===== config.mk =====
export PLATFORM = sky130hd
export DESIGN_NAME = dbg_cmd_seq
export DESIGN_NICKNAME = d
export VERILOG_FILES = /design/src/rtl/dbg_seq_pkg.sv /design/src/rtl/dbg_frame_shifter.sv /design/src/rtl/dbg_seq_fsm.sv /design/src/rtl/dbg_cmd_seq.sv
export SDC_FILE = /design/constraint.sdc
export NUM_CORES = 1
export LEC_CHECK = 0
export BUFFER_PORTS_ARGS = -buffer_cell sky130_fd_sc_hd__buf_2
export CAP_MARGIN = 20
export CORE_AREA = 2 2 145 76
export DETAILED_ROUTE_END_ITERATION = 10
export DIE_AREA = 0 0 147 78
export GPL_ROUTABILITY_DRIVEN = 0
export PLACE_DENSITY_LB_ADDON = 0.08
export SKIP_CTS_REPAIR_TIMING = 1
export SLEW_MARGIN = 20
export SYNTH_ARGS = -nofsm -noshare
export SYNTH_HDL_FRONTEND = slang
export SYNTH_SLANG_ARGS = --single-unit
export TNS_END_PERCENT = 100

===== constraint.sdc =====
create_clock -name clk -period 3.05 [get_ports clk]
set_input_delay 0 -clock clk [delete_from_list [all_inputs] [get_ports clk]]
set_output_delay 0 -clock clk [all_outputs]
set_load 0.01 [all_outputs]

===== src/rtl/dbg_seq_pkg.sv =====
package dbg_seq_pkg;

    localparam int WORD_W  = 16;
    localparam int FRAME_W = WORD_W + 1;
    localparam int ADDR_W  = 2 * WORD_W;

    typedef logic [FRAME_W-1:0] frame_t;

    // bit 16 = status flag; low bits = data or status code
    localparam frame_t REPLY_NOTRDY   = {1'b1, {WORD_W{1'b0}}};
    localparam frame_t REPLY_BUSERR   = {1'b1, {(WORD_W-1){1'b0}}, 1'b1};
    localparam frame_t REPLY_ILLEGAL  = {1'b1, {WORD_W{1'b1}}};
    localparam frame_t REPLY_COMPLETE = {1'b0, {WORD_W{1'b1}}};

    typedef enum logic [2:0] {
        ST_IDLE,
        ST_SKIP,
        ST_ADDR_HI,
        ST_ADDR_LO,
        ST_BUSY,
        ST_DONE,
        ST_RES_LO
    } seq_state_t;

endpackage


===== src/rtl/dbg_frame_shifter.sv =====
module dbg_frame_shifter #(
    parameter int                 FRAME_W     = 17,
    parameter int                 SYNC_STAGES = 2,
    parameter logic [FRAME_W-1:0] RESET_REPLY = '0
) (
    input  logic               clk,
    input  logic               rst_n,
    input  logic               sclk,
    input  logic               sdi,
    input  logic               load_en,
    input  logic [FRAME_W-1:0] load_val,
    output logic               sdo,
    output logic               frame_done,
    output logic [FRAME_W-1:0] frame_word
);

    localparam int CNT_W = $clog2(FRAME_W);
    localparam logic [CNT_W-1:0] LAST_BIT = CNT_W'(FRAME_W - 1);

    logic [SYNC_STAGES-1:0] sclk_sync;
    logic [SYNC_STAGES-1:0] sdi_sync;
    logic                   sclk_prev;
    logic                   rise;
    logic                   last;
    logic [FRAME_W-1:0]     tx_q;
    logic [FRAME_W-1:0]     rx_q;
    logic [CNT_W-1:0]       cnt_q;
    logic                   done_q;

    // synchronizer chains for the host clock and data
    always_ff @(posedge clk or negedge rst_n) begin
        if (!rst_n) begin
            sclk_sync <= '0;
            sdi_sync  <= '0;
            sclk_prev <= 1'b0;
        end else begin
            sclk_sync <= {sclk_sync[SYNC_STAGES-2:0], sclk};
            sdi_sync  <= {sdi_sync[SYNC_STAGES-2:0], sdi};
            sclk_prev <= sclk_sync[SYNC_STAGES-1];
        end
    end

    assign rise = sclk_sync[SYNC_STAGES-1] & ~sclk_prev;
    assign last = (cnt_q == LAST_BIT);

    always_ff @(posedge clk or negedge rst_n) begin
        if (!rst_n) begin
            tx_q   <= RESET_REPLY;
            rx_q   <= '0;
            cnt_q  <= '0;
            done_q <= 1'b0;
        end else begin
            done_q <= rise && last;
            if (load_en) begin
                tx_q <= load_val;
            end else if (rise) begin
                tx_q <= {tx_q[FRAME_W-2:0], 1'b0};
            end
            if (rise) begin
                rx_q  <= {rx_q[FRAME_W-2:0], sdi_sync[SYNC_STAGES-1]};
                cnt_q <= last ? '0 : cnt_q + 1'b1;
            end
        end
    end

    assign sdo        = tx_q[FRAME_W-1];
    assign frame_done = done_q;
    assign frame_word = rx_q;

endmodule


===== src/rtl/dbg_seq_fsm.sv =====
module dbg_seq_fsm
    import dbg_seq_pkg::*;
#(
    parameter logic [WORD_W-1:0] CMD_READ = 16'h1900,
    parameter logic [WORD_W-1:0] CMD_NOP  = 16'h0000
) (
    input  logic              clk,
    input  logic              rst_n,
    input  logic              frame_done,
    input  frame_t            frame_word,
    input  logic              mem_ack,
    input  logic              mem_err,
    input  logic [ADDR_W-1:0] mem_rdata,
    output logic              load_en,
    output frame_t            load_val,
    output logic              mem_req,
    output logic [ADDR_W-1:0] mem_addr,
    output seq_state_t        state_o
);

    seq_state_t        state, state_nx;
    logic [ADDR_W-1:0] addr_q;
    logic [ADDR_W-1:0] res_q;
    logic              err_q;
    logic              is_read;
    logic              is_nop;

    assign is_read = (frame_word == {1'b0, CMD_READ});
    assign is_nop  = (frame_word == {1'b0, CMD_NOP});

    // state register
    always_ff @(posedge clk or negedge rst_n) begin
        if (!rst_n) state <= ST_IDLE;
        else        state <= state_nx;
    end

    // next state
    always_comb begin
        state_nx = state;
        unique case (state)
            ST_IDLE: if (frame_done) begin
                if (is_read)     state_nx = ST_ADDR_HI;
                else if (!is_nop) state_nx = ST_SKIP;
            end
            ST_SKIP:    if (frame_done) state_nx = ST_IDLE;
            ST_ADDR_HI: if (frame_done) state_nx = ST_ADDR_LO;
            ST_ADDR_LO: if (frame_done) state_nx = ST_BUSY;
            ST_BUSY:    if (mem_ack)    state_nx = ST_DONE;
            ST_DONE:    if (frame_done) state_nx = err_q ? ST_IDLE : ST_RES_LO;
            ST_RES_LO:  if (frame_done) state_nx = ST_IDLE;
            default:    state_nx = ST_IDLE;
        endcase
    end

    // outputs: reply chosen by the state the frame completed in
    always_comb begin
        load_en  = frame_done;
        load_val = REPLY_NOTRDY;
        unique case (state)
            ST_IDLE: begin
                if (is_read)     load_val = REPLY_NOTRDY;
                else if (is_nop) load_val = REPLY_COMPLETE;
                else             load_val = REPLY_ILLEGAL;
            end
            ST_DONE:   load_val = err_q ? REPLY_BUSERR
                                        : {1'b0, res_q[ADDR_W-1:WORD_W]};
            ST_RES_LO: load_val = {1'b0, res_q[WORD_W-1:0]};
            default:   load_val = REPLY_NOTRDY;
        endcase
    end

    assign mem_req  = (state == ST_BUSY);
    assign mem_addr = addr_q;
    assign state_o  = state;

    // address and result capture
    always_ff @(posedge clk or negedge rst_n) begin
        if (!rst_n) begin
            addr_q <= '0;
            res_q  <= '0;
            err_q  <= 1'b0;
        end else begin
            if (frame_done && state == ST_ADDR_HI)
                addr_q[ADDR_W-1:WORD_W] <= frame_word[WORD_W-1:0];
            if (frame_done && state == ST_ADDR_LO)
                addr_q[WORD_W-1:0] <= frame_word[WORD_W-1:0];
            if (state == ST_BUSY && mem_ack) begin
                res_q <= mem_rdata;
                err_q <= mem_err;
            end
        end
    end

endmodule


===== src/rtl/dbg_cmd_seq.sv =====
module dbg_cmd_seq
    import dbg_seq_pkg::*;
#(
    parameter logic [WORD_W-1:0] CMD_READ    = 16'h1900,
    parameter logic [WORD_W-1:0] CMD_NOP     = 16'h0000,
    parameter int                SYNC_STAGES = 2
) (
    input  logic              clk,
    input  logic              rst_n,
    input  logic              dbg_sclk,
    input  logic              dbg_sdi,
    output logic              dbg_sdo,
    output logic              mem_req,
    output logic [ADDR_W-1:0] mem_addr,
    input  logic              mem_ack,
    input  logic              mem_err,
    input  logic [ADDR_W-1:0] mem_rdata
);

    logic       frame_done;
    frame_t     frame_word;
    logic       load_en;
    frame_t     load_val;
    seq_state_t fsm_state;

    dbg_frame_shifter #(
        .FRAME_W     (FRAME_W),
        .SYNC_STAGES (SYNC_STAGES),
        .RESET_REPLY (REPLY_NOTRDY)
    ) u_shift (
        .clk        (clk),
        .rst_n      (rst_n),
        .sclk       (dbg_sclk),
        .sdi        (dbg_sdi),
        .load_en    (load_en),
        .load_val   (load_val),
        .sdo        (dbg_sdo),
        .frame_done (frame_done),
        .frame_word (frame_word)
    );

    dbg_seq_fsm #(
        .CMD_READ (CMD_READ),
        .CMD_NOP  (CMD_NOP)
    ) u_fsm (
        .clk        (clk),
        .rst_n      (rst_n),
        .frame_done (frame_done),
        .frame_word (frame_word),
        .mem_ack    (mem_ack),
        .mem_err    (mem_err),
        .mem_rdata  (mem_rdata),
        .load_en    (load_en),
        .load_val   (load_val),
        .mem_req    (mem_req),
        .mem_addr   (mem_addr),
        .state_o    (fsm_state)
    );

endmodule


Word-level counts from Yosys, hierarchy flattened:

Index checks and enable logic that the tools add are counted.

* $add $sub $neg: 1
* reduce and logical (&&, ||, !) cells: 9
* equality and inequality tests: 15
* muxes and demuxes: 17
* bitwise logic cells: 2

Operators with widths (count)
* $mux 17: 5
* $pmux 17 s3: 1
* $mux 3: 9
* $pmux 3 s6: 1
* $eq 17x13->1 const B: 1
* $logic_not 17->1: 1
* $eq 3x3->1 const B: 3
* $ne 2x2->1 const B: 4
* $reduce_and 7->1: 1
* $eq 3x2->1 const B: 2
* $add 5x1->5 const B: 1
* $eq 5x5->1 const B: 1
* $mux 5: 1
* $logic_and 1x1->1: 4
* $ne 2x1->1 const B: 2
* $eq 3x1->1 const B: 1
* $logic_not 3->1: 1
* $ne 3x2->1 const B: 1
* $reduce_bool 2->1: 1
* $reduce_or 2->1: 1
* $and 1x1->1: 1
* $not 1->1: 1

* bits in registers: 113
* word-level logic and storage cells: 56
* output and inout bits: 34
* input port bits: 38

Depth between registers and ports, before layout:

* depth after elaboration: 5
* gate-level depth with buffers: 9
* depth with buffers taken out: 6

Modules after synthesis:

A second synthesis with hierarchy kept.

* cell total of the unflattened synthesis: 385
* area, all modules: 4948.5 µm²

Modules (own cells, without submodules)
* dbg_seq_fsm: sequential area each 1701.6 µm², area each 3110.5 µm², times used 1, cells an instance 206
* dbg_frame_shifter: sequential area each 1127.3 µm², area each 1838.0 µm², times used 1, cells an instance 179

Least setup slack after synthesis:

No wires, ideal clock.

* path type: flip-flop to flip-flop
* start point: register u_fsm.state[0] (netlist: u_fsm.state_o[0])
* end point: register u_fsm.res_q[10]
* period minus slack after synthesis: 1685 ps
* path slack: 1365 ps
* arrival time: 1560 ps
* path buffers: 3
* setup time: 125 ps
* data required time: 2925 ps
* cell stages (with the launch flop): 9
* cells stage by stage: dfrtp_1 -> buf_6 -> inv_2 -> nand2_1 -> nor2_1 -> and2_1 -> buf_6 -> buf_6 -> mux2_4

* longest elaborated chain between the ends: 2

Ends and longest elaborated chain
* from (decl): RTL line dbg_seq_fsm.sv:21 `seq_state_t state, state_nx;`
* from (signal assigned): RTL line dbg_seq_fsm.sv:34 `else state <= state_nx;`
* $eq 3x3->1
* net mem_req: RTL line dbg_cmd_seq.sv:13 `output logic mem_req,`
* $logic_and 1x1->1: RTL line dbg_seq_fsm.sv:87 `if (state == ST_BUSY && mem_ack) begin`
* to (signal assigned): RTL line dbg_seq_fsm.sv:88 `res_q <= mem_rdata;`
* to (decl): RTL line dbg_seq_fsm.sv:23 `logic [ADDR_W-1:0] res_q;`

The timed path passes the listed nets, and every way through them passes these cells.
A chain may end at the register's enable or synchronous reset.

Final worst setup path:

* start point: register u_fsm.state[2] (netlist: u_fsm.state_o[2])
* end point: register u_shift.tx_q[12]

* longest elaborated chain between the ends: 3
* elaborated cells between the ends (all ways): 5
* those cells by class: eq/ne: 2; mux: 2; reduce/logical: 1

Ends and longest elaborated chain
* $eq 3x3->1 / $logic_not 3->1 (equally long branches): RTL line dbg_seq_fsm.sv:59 `unique case (state)`
* $pmux 17 s3 *: RTL line dbg_seq_fsm.sv:59
* $mux 17 *: RTL line dbg_frame_shifter.sv:54 `if (load_en) begin`
* to (signal assigned): RTL line dbg_frame_shifter.sv:55 `tx_q <= load_val;`
* to (signal assigned): RTL line dbg_frame_shifter.sv:57 `tx_q <= {tx_q[FRAME_W-2:0], 1'b0};`
* to (decl): RTL line dbg_frame_shifter.sv:25 `logic [FRAME_W-1:0] tx_q;`

Every way passes the cells marked *; elsewhere a longest branch is shown, timed or not.

==> summary.md <==
| Metric | Value |
|---|---|
| Clk_lat worst skew | `400 ps` |
| R2R setup slack | `970 ps` |
| Final wirelength | `10,630 µm` |
| Pre-antenna DRT Iters | `4` |
| Clk network pwr share | `0.499` |
| Critical path's slowest cell | `dfrtp_1` |
| Async S/R FF share, synth | `1.000` |
| Final Util | `0.6398` |
| Largest area contributor in the netlist | `dfrtp_1` |
| Wire per inst | `15.86 µm` |
| EDFF count, synth | `0` |
| Yosys reg bits | `113` |
| Hold Path Origin | `mem_ack` |
| GRT overflow | `0` |
| CTS tree | `built` |
| Leakage | `0.003240 µW` |
| Vias in the first global route | `3,575` |
| Dpl ws | `1012 ps` |
| Final Non-Filler Cells | `670` |
| Max Cap Violations | `0` |
| Sw frac | `0.2301` |
| RSZ-0062 raised after global routing | `false` |
| Initial DRC Count | `227` |
| Most common cell after layout, fill and taps aside | `dfrtp_1` |
| Largest net degree at the start of global routing | `70` |
| Synth top area cells | `dfrtp_1 (56%), mux2_4 (9.0%), nand2_1 (4.6%)` |
| Share of Yosys cell area claimed by the top area cell type | `0.5589` |
| DP Wirelength | `6628 µm` |
| Chip width | `147 µm` |
| Relative slew margins | `0.4126` |
| Die H | `78 µm` |
| Clk sink count | `113` |
| Pint | `3215 µW` |
| H-Tree Depth | `4` |
| Die Area | `0.01147 mm²` |
| CP max FO | `17` |
| Highest clock rate | `0.4804 GHz` |
| Post-route minimum period | `2081 ps` |
| Hold path depth | `3` |
| YS warnings | `0` |
| Multi-input logic area | `0.001996 mm²` |
| All-layer global routing usage | `0.1985` |
| Hold EP | `u_fsm.res_q[31]` |
| Mapped Area | `0.005015 mm²` |
| Filler cell count | `779` |
| Hold Crit Class | `input pin to register` |
| Antenna diodes | `0` |
| Worst-Margin Slew | `881.1 ps` |
| Synth cell types | `50` |
| Max Slew Vio Count | `0` |
| Reg area | `0.002829 mm²` |
| NetSw | `960.8 µW` |
| CP cell instances | `and3b_1, buf_4, a21oi_2, nor2b_2, o22ai_1, a21oi_2` |
| Max stage delay on crit path | `610 ps` |
| Worst-path clk slew | `50 ps` |
| Gate count of the mapped netlist | `407` |
| Syn_area_per_cell | `12.32 µm²` |
| Setup TNS | `0 ps` |
| Crit end category | `register` |
| Worst path arrival time | `2410 ps` |
| Nets | `557` |
| First-pass GRT wire length | `17,780 µm` |
| Worst Path Required | `3370 ps` |
| Area Overhead vs Synth | `28.67%` |
| Most frequent cells in the layout | `dfrtp_1 (112), buf_2 (70), nand2_1 (62), nor2_1 (37), dlygate4sd3_1 (36)` |
| CORE AREA | `0.01008 mm²` |
| Combinational group share of total power | `0.086` |
| Outcome | `finished clean` |
| Cell mode on critical path | `a21oi_2` |
| R2R depth | `6` |
| Cts bufs inserted | `17` |
| Final period utilization | `0.6824` |
| Dpl cells | `602` |
| Via count | `3,465` |
| Row count | `26` |
| Final setup violation count | `0` |
| Max IR drop VDD | `0.3586 mV` |
| End of the worst register-to-register path | `u_shift.tx_q[12]` |
| Root Buffer | `clkbuf_16` |
| Syn_nets | `447` |
| Initial antenna violation count | `0` |
| Critical path class | `register to register` |
| Worst Setup Start Kind | `register` |
| Post-synthesis sequential area ratio | `0.5641` |
| Clock buffer depth | `2` |
| IO Pins | `72` |
| PnR worst setup slack | `968.6 ps` |
| Setup Skew | `10.56 ps` |
| R2R Path Start | `u_fsm.state_o[2]` |
| Final Hold Viols | `0` |
| Pwr dens | `647.1 mW/mm²` |
| Fraction of layout cells with a size suffix above 1 | `0.3434` |
| Seq pwr share | `0.416` |
| Top_reg_cell synth | `dfrtp_1` |
| Initial core utilization | `0.4973` |
| Via-to-Cell Ratio | `5.172` |
| Buffers on Ports | `71` |
| Drt drc | `0` |
| Detail Route Antenna Nets | `0` |
==> sequential cells by signal (all words and copies together) (netlist names) <==
signal              count
u_fsm.mem_addr         32
u_fsm.res_q            32
u_shift.frame_word     17
u_shift.tx_q           17
u_shift.cnt_q           5
u_fsm.state_o           3
u_shift.sclk_sync       2
u_shift.sdi_sync        2
u_fsm.err_q             1
u_shift.frame_done      1
u_shift.sclk_prev       1
==> critical path: cells and delay by family, from the launching register on <==
family	cells	cell delay, ps
and+or+nand+nor	2	760
DFF	1	610
AOI/OAI and AO/OA	3	410
buffers and inverters	1	220
==> how the worst max path moves through the flow <==
stage	start	to
floorplan	u_fsm.state_o[0]	u_fsm.res_q[10]
global placement	u_fsm.state_o[2]	u_shift.tx_q[6]
detailed placement	u_fsm.state_o[2]	u_shift.tx_q[14]
CTS	u_fsm.state_o[2]	u_shift.tx_q[12]
global route	u_fsm.state_o[2]	u_shift.tx_q[8]
finish	u_fsm.state_o[2]	u_shift.tx_q[12]
==> synth_stat cells, types with 2 or more instances <==
library cell / instances
mux2_2: 16
dfrtp_1: 112
a21oi_1: 14
and3_1: 2
ha_1: 2
inv_1: 3
buf_6: 9
mux2_4: 30
nand2_1: 62
o21bai_1: 2
mux2_1: 19
o22ai_1: 16
o21ai_0: 4
a221oi_1: 15
clkbuf_1: 6
nor2_1: 37
nor3_1: 2
xnor2_1: 2
a21oi_2: 11
buf_1: 2
nor4_2: 4
buf_2: 8
nand2b_1: 2
==> cell families after synthesis <==
logic type               after synthesis  synth area share
AND/OR/NAND/NOR                      123            0.1178
multiplexers                          66            0.1704
XOR/XNOR                               3          0.005240
AO/OA/AOI/OAI                         70           0.09881
buffers and inverters                 30           0.03867
adder cells (fa/ha/maj)                2          0.004989
flip-flops                           113            0.5641
==> final cells by class <==
cell class,count,area share
Clock buffer,23,0.07407
Clock inverter,9,0.02385
Inverter,4,0.002327
Multi-Input combinational cell,264,0.3093
Sequential cell,113,0.4384
Tap cell,140,0.02715
Timing Repair Buffer,117,0.1249
==> metrics by stage <==
step / hold WS, ps / total power [µW] / instance area, µm²
after floorplan: -295.6 / 1946 / 5015
after global placement: 108.4 / 2052 / 5460
after detailed placement: 110.2 / 2081 / 5460
after CTS: -314.9 / 4182 / 6092
after global routing: 169.1 / 4368 / 6452
final: 156.8 / 4176 / 6452
==> routing by layer <==
metal  share of wire  vias to the layer above  global-route usage
met5               0                        -                   0
met4           0.010                        0             0.07404
met3           0.038                       11             0.05588
met2            0.48                       79              0.3244
met1            0.48                     1707              0.2548
li1                -                     1668                   -
==> power groups by stage <==
stage | combinational [µW] | clock, µW | sequential, µW
4_1_cts | 327 | 2120 | 1730
3_3_place_gp | 305 | 0 | 1750
2_1_floorplan | 229 | 0 | 1720
6_report | 359 | 2080 | 1740
3_5_place_dp | 324 | 0 | 1760
5_1_grt | 411 | 2210 | 1750
Power figures use the tool's default switching activity.
